**src/rtl/cfg_chain_pkg.sv**
```systemverilog
package cfg_chain_pkg;

   typedef enum logic [2:0] {
      ST_IDLE,
      ST_CFG0,
      ST_CFG1,
      ST_PTR0,
      ST_PTR1,
      ST_CLEAR,
      ST_DONE
   } seq_state_t;

   typedef enum logic [1:0] {
      AM_LEGACY   = 2'b00,
      AM_SEG32    = 2'b01,
      AM_LINEAR   = 2'b10,
      AM_LINEAR_B = 2'b11
   } addr_mode_t;

   localparam int SB_TRIG_BIT = 3;
   localparam int SB_LOCK_BIT = 4;
   localparam int SB_IRQ_BIT  = 5;

endpackage

```
**src/rtl/ccl_seq.sv**
```systemverilog
module ccl_seq
   import cfg_chain_pkg::*;
#(
   parameter int ADDR_W     = 32,
   parameter int WORD_BYTES = 4
) (
   input  logic              clk,
   input  logic              rst,
   input  logic              ca,
   input  logic              mem_rdy,
   input  logic [ADDR_W-1:0] cfg_base,
   input  logic [ADDR_W-1:0] ptr_base,
   output seq_state_t        state,
   output logic              start,
   output logic              xfer,
   output logic              mem_req,
   output logic              mem_we,
   output logic [ADDR_W-1:0] mem_addr
);

   localparam logic [ADDR_W-1:0] STEP = ADDR_W'(WORD_BYTES);

   seq_state_t nxt;
   logic       armed;

   always_comb begin
      start   = (state == ST_IDLE) && armed && ca;
      mem_req = (state == ST_CFG0) || (state == ST_CFG1) || (state == ST_PTR0) ||
                (state == ST_PTR1) || (state == ST_CLEAR);
      mem_we  = (state == ST_CLEAR);
      xfer    = mem_req && mem_rdy;
   end

   always_comb begin
      case (state)
         ST_CFG0: mem_addr = cfg_base;
         ST_CFG1: mem_addr = cfg_base + STEP;
         ST_PTR1: mem_addr = ptr_base + STEP;
         default: mem_addr = ptr_base;
      endcase
   end

   always_comb begin
      nxt = state;
      case (state)
         ST_IDLE:  if (start) nxt = ST_CFG0;
         ST_CFG0:  if (xfer)  nxt = ST_CFG1;
         ST_CFG1:  if (xfer)  nxt = ST_PTR0;
         ST_PTR0:  if (xfer)  nxt = ST_PTR1;
         ST_PTR1:  if (xfer)  nxt = ST_CLEAR;
         ST_CLEAR: if (xfer)  nxt = ST_DONE;
         default:             nxt = ST_IDLE;
      endcase
   end

   always_ff @(posedge clk) begin
      if (rst) begin
         state <= ST_IDLE;
         armed <= 1'b1;
      end else begin
         state <= nxt;
         if (start) armed <= 1'b0;
      end
   end

endmodule

```
**src/rtl/ccl_addr_calc.sv**
```systemverilog
module ccl_addr_calc
   import cfg_chain_pkg::*;
#(
   parameter int ADDR_W           = 32,
   parameter int OFF_W            = 16,
   parameter int LEGACY_ZERO_BITS = 8
) (
   input  addr_mode_t        mode,
   input  logic [OFF_W-1:0]  offset,
   input  logic [ADDR_W-1:0] base_word,
   output logic [ADDR_W-1:0] cb_addr,
   output logic [ADDR_W-1:0] seg_base
);

   localparam logic [ADDR_W-1:0] LEGACY_MASK =
      {{LEGACY_ZERO_BITS{1'b0}}, {(ADDR_W-LEGACY_ZERO_BITS){1'b1}}};

   logic [ADDR_W-1:0] off_ext;

   assign off_ext = {{(ADDR_W-OFF_W){1'b0}}, offset};

   always_comb begin
      case (mode)
         AM_LEGACY: begin
            seg_base = base_word & LEGACY_MASK;
            cb_addr  = seg_base + off_ext;
         end
         AM_SEG32: begin
            seg_base = base_word;
            cb_addr  = seg_base + off_ext;
         end
         default: begin
            seg_base = '0;
            cb_addr  = base_word;
         end
      endcase
   end

endmodule

```
**src/rtl/ccl_busy_clear.sv**
```systemverilog
module ccl_busy_clear #(
   parameter int DATA_W       = 32,
   parameter int BUSY_W       = 8,
   parameter bit CLEAR_BY_RMW = 1'b0
) (
   input  logic [DATA_W-1:0]   ptr_w0,
   output logic [DATA_W-1:0]   wdata,
   output logic [DATA_W/8-1:0] be
);

   localparam int BE_W       = DATA_W / 8;
   localparam int BUSY_BYTES = BUSY_W / 8;

   assign wdata = {ptr_w0[DATA_W-1:BUSY_W], {BUSY_W{1'b0}}};

   generate
      if (CLEAR_BY_RMW) begin : g_rmw
         assign be = '1;
      end else begin : g_byte_en
         assign be = {{(BE_W-BUSY_BYTES){1'b0}}, {BUSY_BYTES{1'b1}}};
      end
   endgenerate

endmodule

```
**src/rtl/cfg_chain_loader.sv**
```systemverilog
module cfg_chain_loader
   import cfg_chain_pkg::*;
#(
   parameter int              ADDR_W       = 32,
   parameter int              DATA_W       = 32,
   parameter int              OFF_W        = 16,
   parameter int              BUSY_W       = 8,
   parameter logic [ADDR_W-1:0] RESET_ADDR = 32'hFFFF_FFF4,
   parameter bit              CLEAR_BY_RMW = 1'b0
) (
   input  logic                clk,
   input  logic                rst,
   input  logic                ca,
   input  logic [1:0]          mode_i,
   input  logic                alt_cfg_en,
   input  logic [ADDR_W-1:0]   alt_cfg_addr,
   output logic                mem_req,
   output logic                mem_we,
   output logic [ADDR_W-1:0]   mem_addr,
   output logic [DATA_W-1:0]   mem_wdata,
   output logic [DATA_W/8-1:0] mem_be,
   input  logic [DATA_W-1:0]   mem_rdata,
   input  logic                mem_rdy,
   output logic [7:0]          sysbus_byte,
   output logic                throttle_ext,
   output logic                lock_en,
   output logic                irq_active_low,
   output logic [ADDR_W-1:0]   cb_addr,
   output logic [ADDR_W-1:0]   cmn_base,
   output logic                init_done
);

   localparam int WORD_BYTES = DATA_W / 8;

   generate
      if (ADDR_W != DATA_W) begin : g_bad_width
         $error("cfg_chain_loader: ADDR_W must equal DATA_W");
      end
      if ((DATA_W % 8) != 0 || (BUSY_W % 8) != 0) begin : g_bad_bytes
         $error("cfg_chain_loader: DATA_W and BUSY_W must be byte multiples");
      end
      if (OFF_W + BUSY_W > DATA_W) begin : g_bad_offset
         $error("cfg_chain_loader: offset and busy fields overlap");
      end
   endgenerate

   seq_state_t        state;
   logic              start, xfer;
   logic [ADDR_W-1:0] cfg_base_q, ptr_q;
   logic [DATA_W-1:0] w0_q;
   addr_mode_t        mode_q;
   logic [ADDR_W-1:0] calc_cb, calc_base;

   ccl_seq #(.ADDR_W(ADDR_W), .WORD_BYTES(WORD_BYTES)) u_seq (
      .clk(clk), .rst(rst), .ca(ca), .mem_rdy(mem_rdy),
      .cfg_base(cfg_base_q), .ptr_base(ptr_q),
      .state(state), .start(start), .xfer(xfer),
      .mem_req(mem_req), .mem_we(mem_we), .mem_addr(mem_addr)
   );

   ccl_addr_calc #(.ADDR_W(ADDR_W), .OFF_W(OFF_W), .LEGACY_ZERO_BITS(8)) u_calc (
      .mode(mode_q), .offset(w0_q[DATA_W-1 -: OFF_W]),
      .base_word(mem_rdata[ADDR_W-1:0]),
      .cb_addr(calc_cb), .seg_base(calc_base)
   );

   ccl_busy_clear #(.DATA_W(DATA_W), .BUSY_W(BUSY_W), .CLEAR_BY_RMW(CLEAR_BY_RMW)) u_clear (
      .ptr_w0(w0_q), .wdata(mem_wdata), .be(mem_be)
   );

   always_ff @(posedge clk) begin
      if (rst) begin
         cfg_base_q  <= alt_cfg_en ? alt_cfg_addr : RESET_ADDR;
         mode_q      <= AM_LEGACY;
         sysbus_byte <= '0;
         ptr_q       <= '0;
         w0_q        <= '0;
         cb_addr     <= '0;
         cmn_base    <= '0;
      end else begin
         if (start) mode_q <= addr_mode_t'(mode_i);
         if (xfer) begin
            case (state)
               ST_CFG0: sysbus_byte <= mem_rdata[7:0];
               ST_CFG1: ptr_q       <= mem_rdata[ADDR_W-1:0];
               ST_PTR0: w0_q        <= mem_rdata;
               ST_PTR1: begin
                  cb_addr  <= calc_cb;
                  cmn_base <= calc_base;
               end
               default: ;
            endcase
         end
      end
   end

   assign throttle_ext   = sysbus_byte[SB_TRIG_BIT];
   assign lock_en        = sysbus_byte[SB_LOCK_BIT];
   assign irq_active_low = sysbus_byte[SB_IRQ_BIT];
   assign init_done      = (state == ST_DONE);

endmodule

```
**config.mk**
```make
export PLATFORM = sky130hd
export DESIGN_NAME = cfg_chain_loader
export DESIGN_NICKNAME = d
export VERILOG_FILES = /design/src/rtl/cfg_chain_pkg.sv /design/src/rtl/ccl_seq.sv /design/src/rtl/ccl_addr_calc.sv /design/src/rtl/ccl_busy_clear.sv /design/src/rtl/cfg_chain_loader.sv
export SDC_FILE = /design/constraint.sdc
export NUM_CORES = 1
export LEC_CHECK = 0
export ABC_AREA = 1
export CAP_MARGIN = 40
export CORE_MARGIN = 5
export CORE_UTILIZATION = 38
export DETAILED_ROUTE_END_ITERATION = 7
export GPL_ROUTABILITY_DRIVEN = 0
export SYNTH_ARGS = -nofsm -noshare
export SYNTH_HDL_FRONTEND = slang
export SYNTH_HIERARCHICAL = 1
export SYNTH_SLANG_ARGS = --single-unit
```
**constraint.sdc**
```tcl
create_clock -name clk -period 2.2 [get_ports clk]
set_input_delay 0.33 -clock clk [delete_from_list [all_inputs] [get_ports clk]]
set_output_delay 0.33 -clock clk [all_outputs]
set_load 0.02 [all_outputs]
```
==> qor.yml <==
clocking:
  clk_pin_slew_ns: 0.07
  cts.sinks: 166
  max-clock-path-buffers: 2
  cts_tree: "yes"
  cts_buffers: 17
  htreeDepth: 4
  insertion_delay_ns: 0.45
  cts-root-buf: "clkbuf_16"
cells_and_area:
  diodes: 0
  syn_to_final_growth_pct: 45.1
  final_nets: 2275
  drive_gt1_share_pct: 24.6
  fin_area_um2: 16900
setup_path:
  max_stage_delay_ns: 0.36
  cp-end-kind: "output port"
  crit_slowest_cell: "dfxtp_4"
  crit_path_start_kind: "flip-flop"
  critical_path_buf_inv_count: 5
  cp_max_fo: 7
  crit_chain: "nor2_4, buf_4, buf_4, nand3_1, nand2_2, nand2_2, nor2_4, nand2_4, buf_4, inv_1, nand2_1, nand2_1, nand3_1, nand2_2, buf_6"
  crit_family: "simple AND/OR/NAND/NOR gates"
  crit_type: "reg -> out"
  cp.required_ns: 1.87
  crit_arrival_ns: 2.48
timing:
  whs_ns: 0.458
  finClkSkew_ns: 0.0146
  tightest_slew_ns: 0.561
  fmax_ghz: 0.356
  finalSetupViolations: 32
  setup_ws_ns: -0.612
  hold_violations: 0
  fin_crit_sh_pct: 128
  fin_crit_ns: 2.81
  final.setup.tns_ns: -14.87
  slew_violations: 0
  max_slew_margin_pct: 62.4
  grt_setup_unrepaired: "true"
synth:
  yosys_warnings: 6
  syn_inst: 1854
  syn_area_um2: 11700
  avgSynthCellArea_um2: 6.29
drt:
  drt_iter0_markers: 1320
  drc: 0
  first_pass_iters: 8
  wl_per_cell_um: 17.0
  vias: 13141
  totalWireLength_um: 44100
  antenna_left: 0
  viasPerCell: 5.06
floorplan:
  die_h_um: 185
  pin_count: 217
  rows: 64
  design.core.area_um2: 30400
  die_x_um: 185
  initial_core_util_pct: 38.3
  dieArea_um2: 34300
power_and_ir_drop:
  power.leakage_nw: 7.88
  ir_drop_v: 0.000668
  power_mw: 13.2
  powerDensity_nw_per_um2: 782
grt:
  grt_start_max_net_pins: 111
  grt.overflow.total: 0
  grt_use_total_pct: 24.1
  grt_pass1_vias: 12291
  antenna_found_initial: 0
  grt_pass1_wl_um: 65400
flow_run:
  drv_cap: 0
run_status:
  violations: "negative setup slack"
  status: "complete, but fails checks"
placed_design:
  place_ws_ns: -0.561
  place_area_um2: 15000
  hpwl_um: 31700
  port_buffers: 204
min_path:
  worstHoldPathType: "reg -> reg"
-- metrics by stage --
stage / instances / util, %
after floorplan: 1864 / -
after detailed placement: 2519 / 49.2
after global placement: 2519 / 49.2
final: 2595 / 55.6
after global routing: 2595 / 55.6
after CTS: 2572 / 53.0
-- area by class of cell --
cell class,count,area (um^2)
multi-input cells,1336,7170
flip-flops and latches,166,3670
well taps,396,495
repair buffers,430,4100
clock buffers,20,447
inverters,234,895
fillers,2921,13500
repair inverters,1,5.00
clock inverters,12,130
-- sequential cells by signal, summed over array words and instances (netlist names) --
signal	flops
w0_q	24
u_seq/armed	1
ptr_q	32
cmn_base	32
u_seq/state	3
cfg_base_q	32
cb_addr	32
sysbus_byte	8
mode_q	2
-- routing by layer --
metal  up-vias  share of wire (%)  GRT usage [%]
met5         -                  0              0
met4         0                3.4           8.34
met2       582                 46           39.5
li1       6404                  -              -
met3        97                7.8           4.60
met1      6058                 42           31.9
-- report_power, final --
group / internal, mW / switching [mW]
clock: 1.70 / 1.36
combinational: 2.80 / 3.80
sequential: 3.36 / 0.209
total: 7.86 / 5.37
-- tightest hold or removal path, delay by kind of cell, from the launching register on --
family        cells  cell delay, ns
flops             1            0.31
simple gates      2            0.10
-- cells in the final DEF (no fill, tap or decap), types with 5 or more instances in the layout --
cell type	instances
conb_1	12
ha_4	15
nand2_2	60
nor2_4	31
a22o_1	12
a21oi_1	80
nand2_1	471
nand3_2	27
nor2_1	273
nor2_2	29
inv_1	216
clkdlybuf4s50_1	162
clkinv_2	5
dfxtp_2	14
inv_2	13
buf_6	35
dfxtp_1	118
o21ai_1	7
nand2_4	28
clkbuf_16	21
clkinv_4	5
nand3b_1	67
o21ai_0	18
nand3_1	145
o22ai_1	5
edfxtp_1	32
buf_12	15
dlymetal6s2s_1	6
buf_4	198
-- final timing paths --
check,from,end,slack (ns),cells past startpoint
worst max-delay path,u_seq/state[0],mem_addr[25],-0.61,15
worst min-delay path,u_seq/armed,u_seq/armed,0.46,2
worst max register to register,w0_q[16],cb_addr[18],0.09,15
worst min register to register,u_seq/armed,u_seq/armed,0.46,2
-- repair_timing --
item	CTS	global route
hold buffers	0	0
resized for setup	296	137
gates cloned	2	6
buffers inserted	21	18
hold endpoints to repair	0	0
setup endpoints to repair	139	131
pin swaps	48	53
Power figures use the tool's default switching activity.
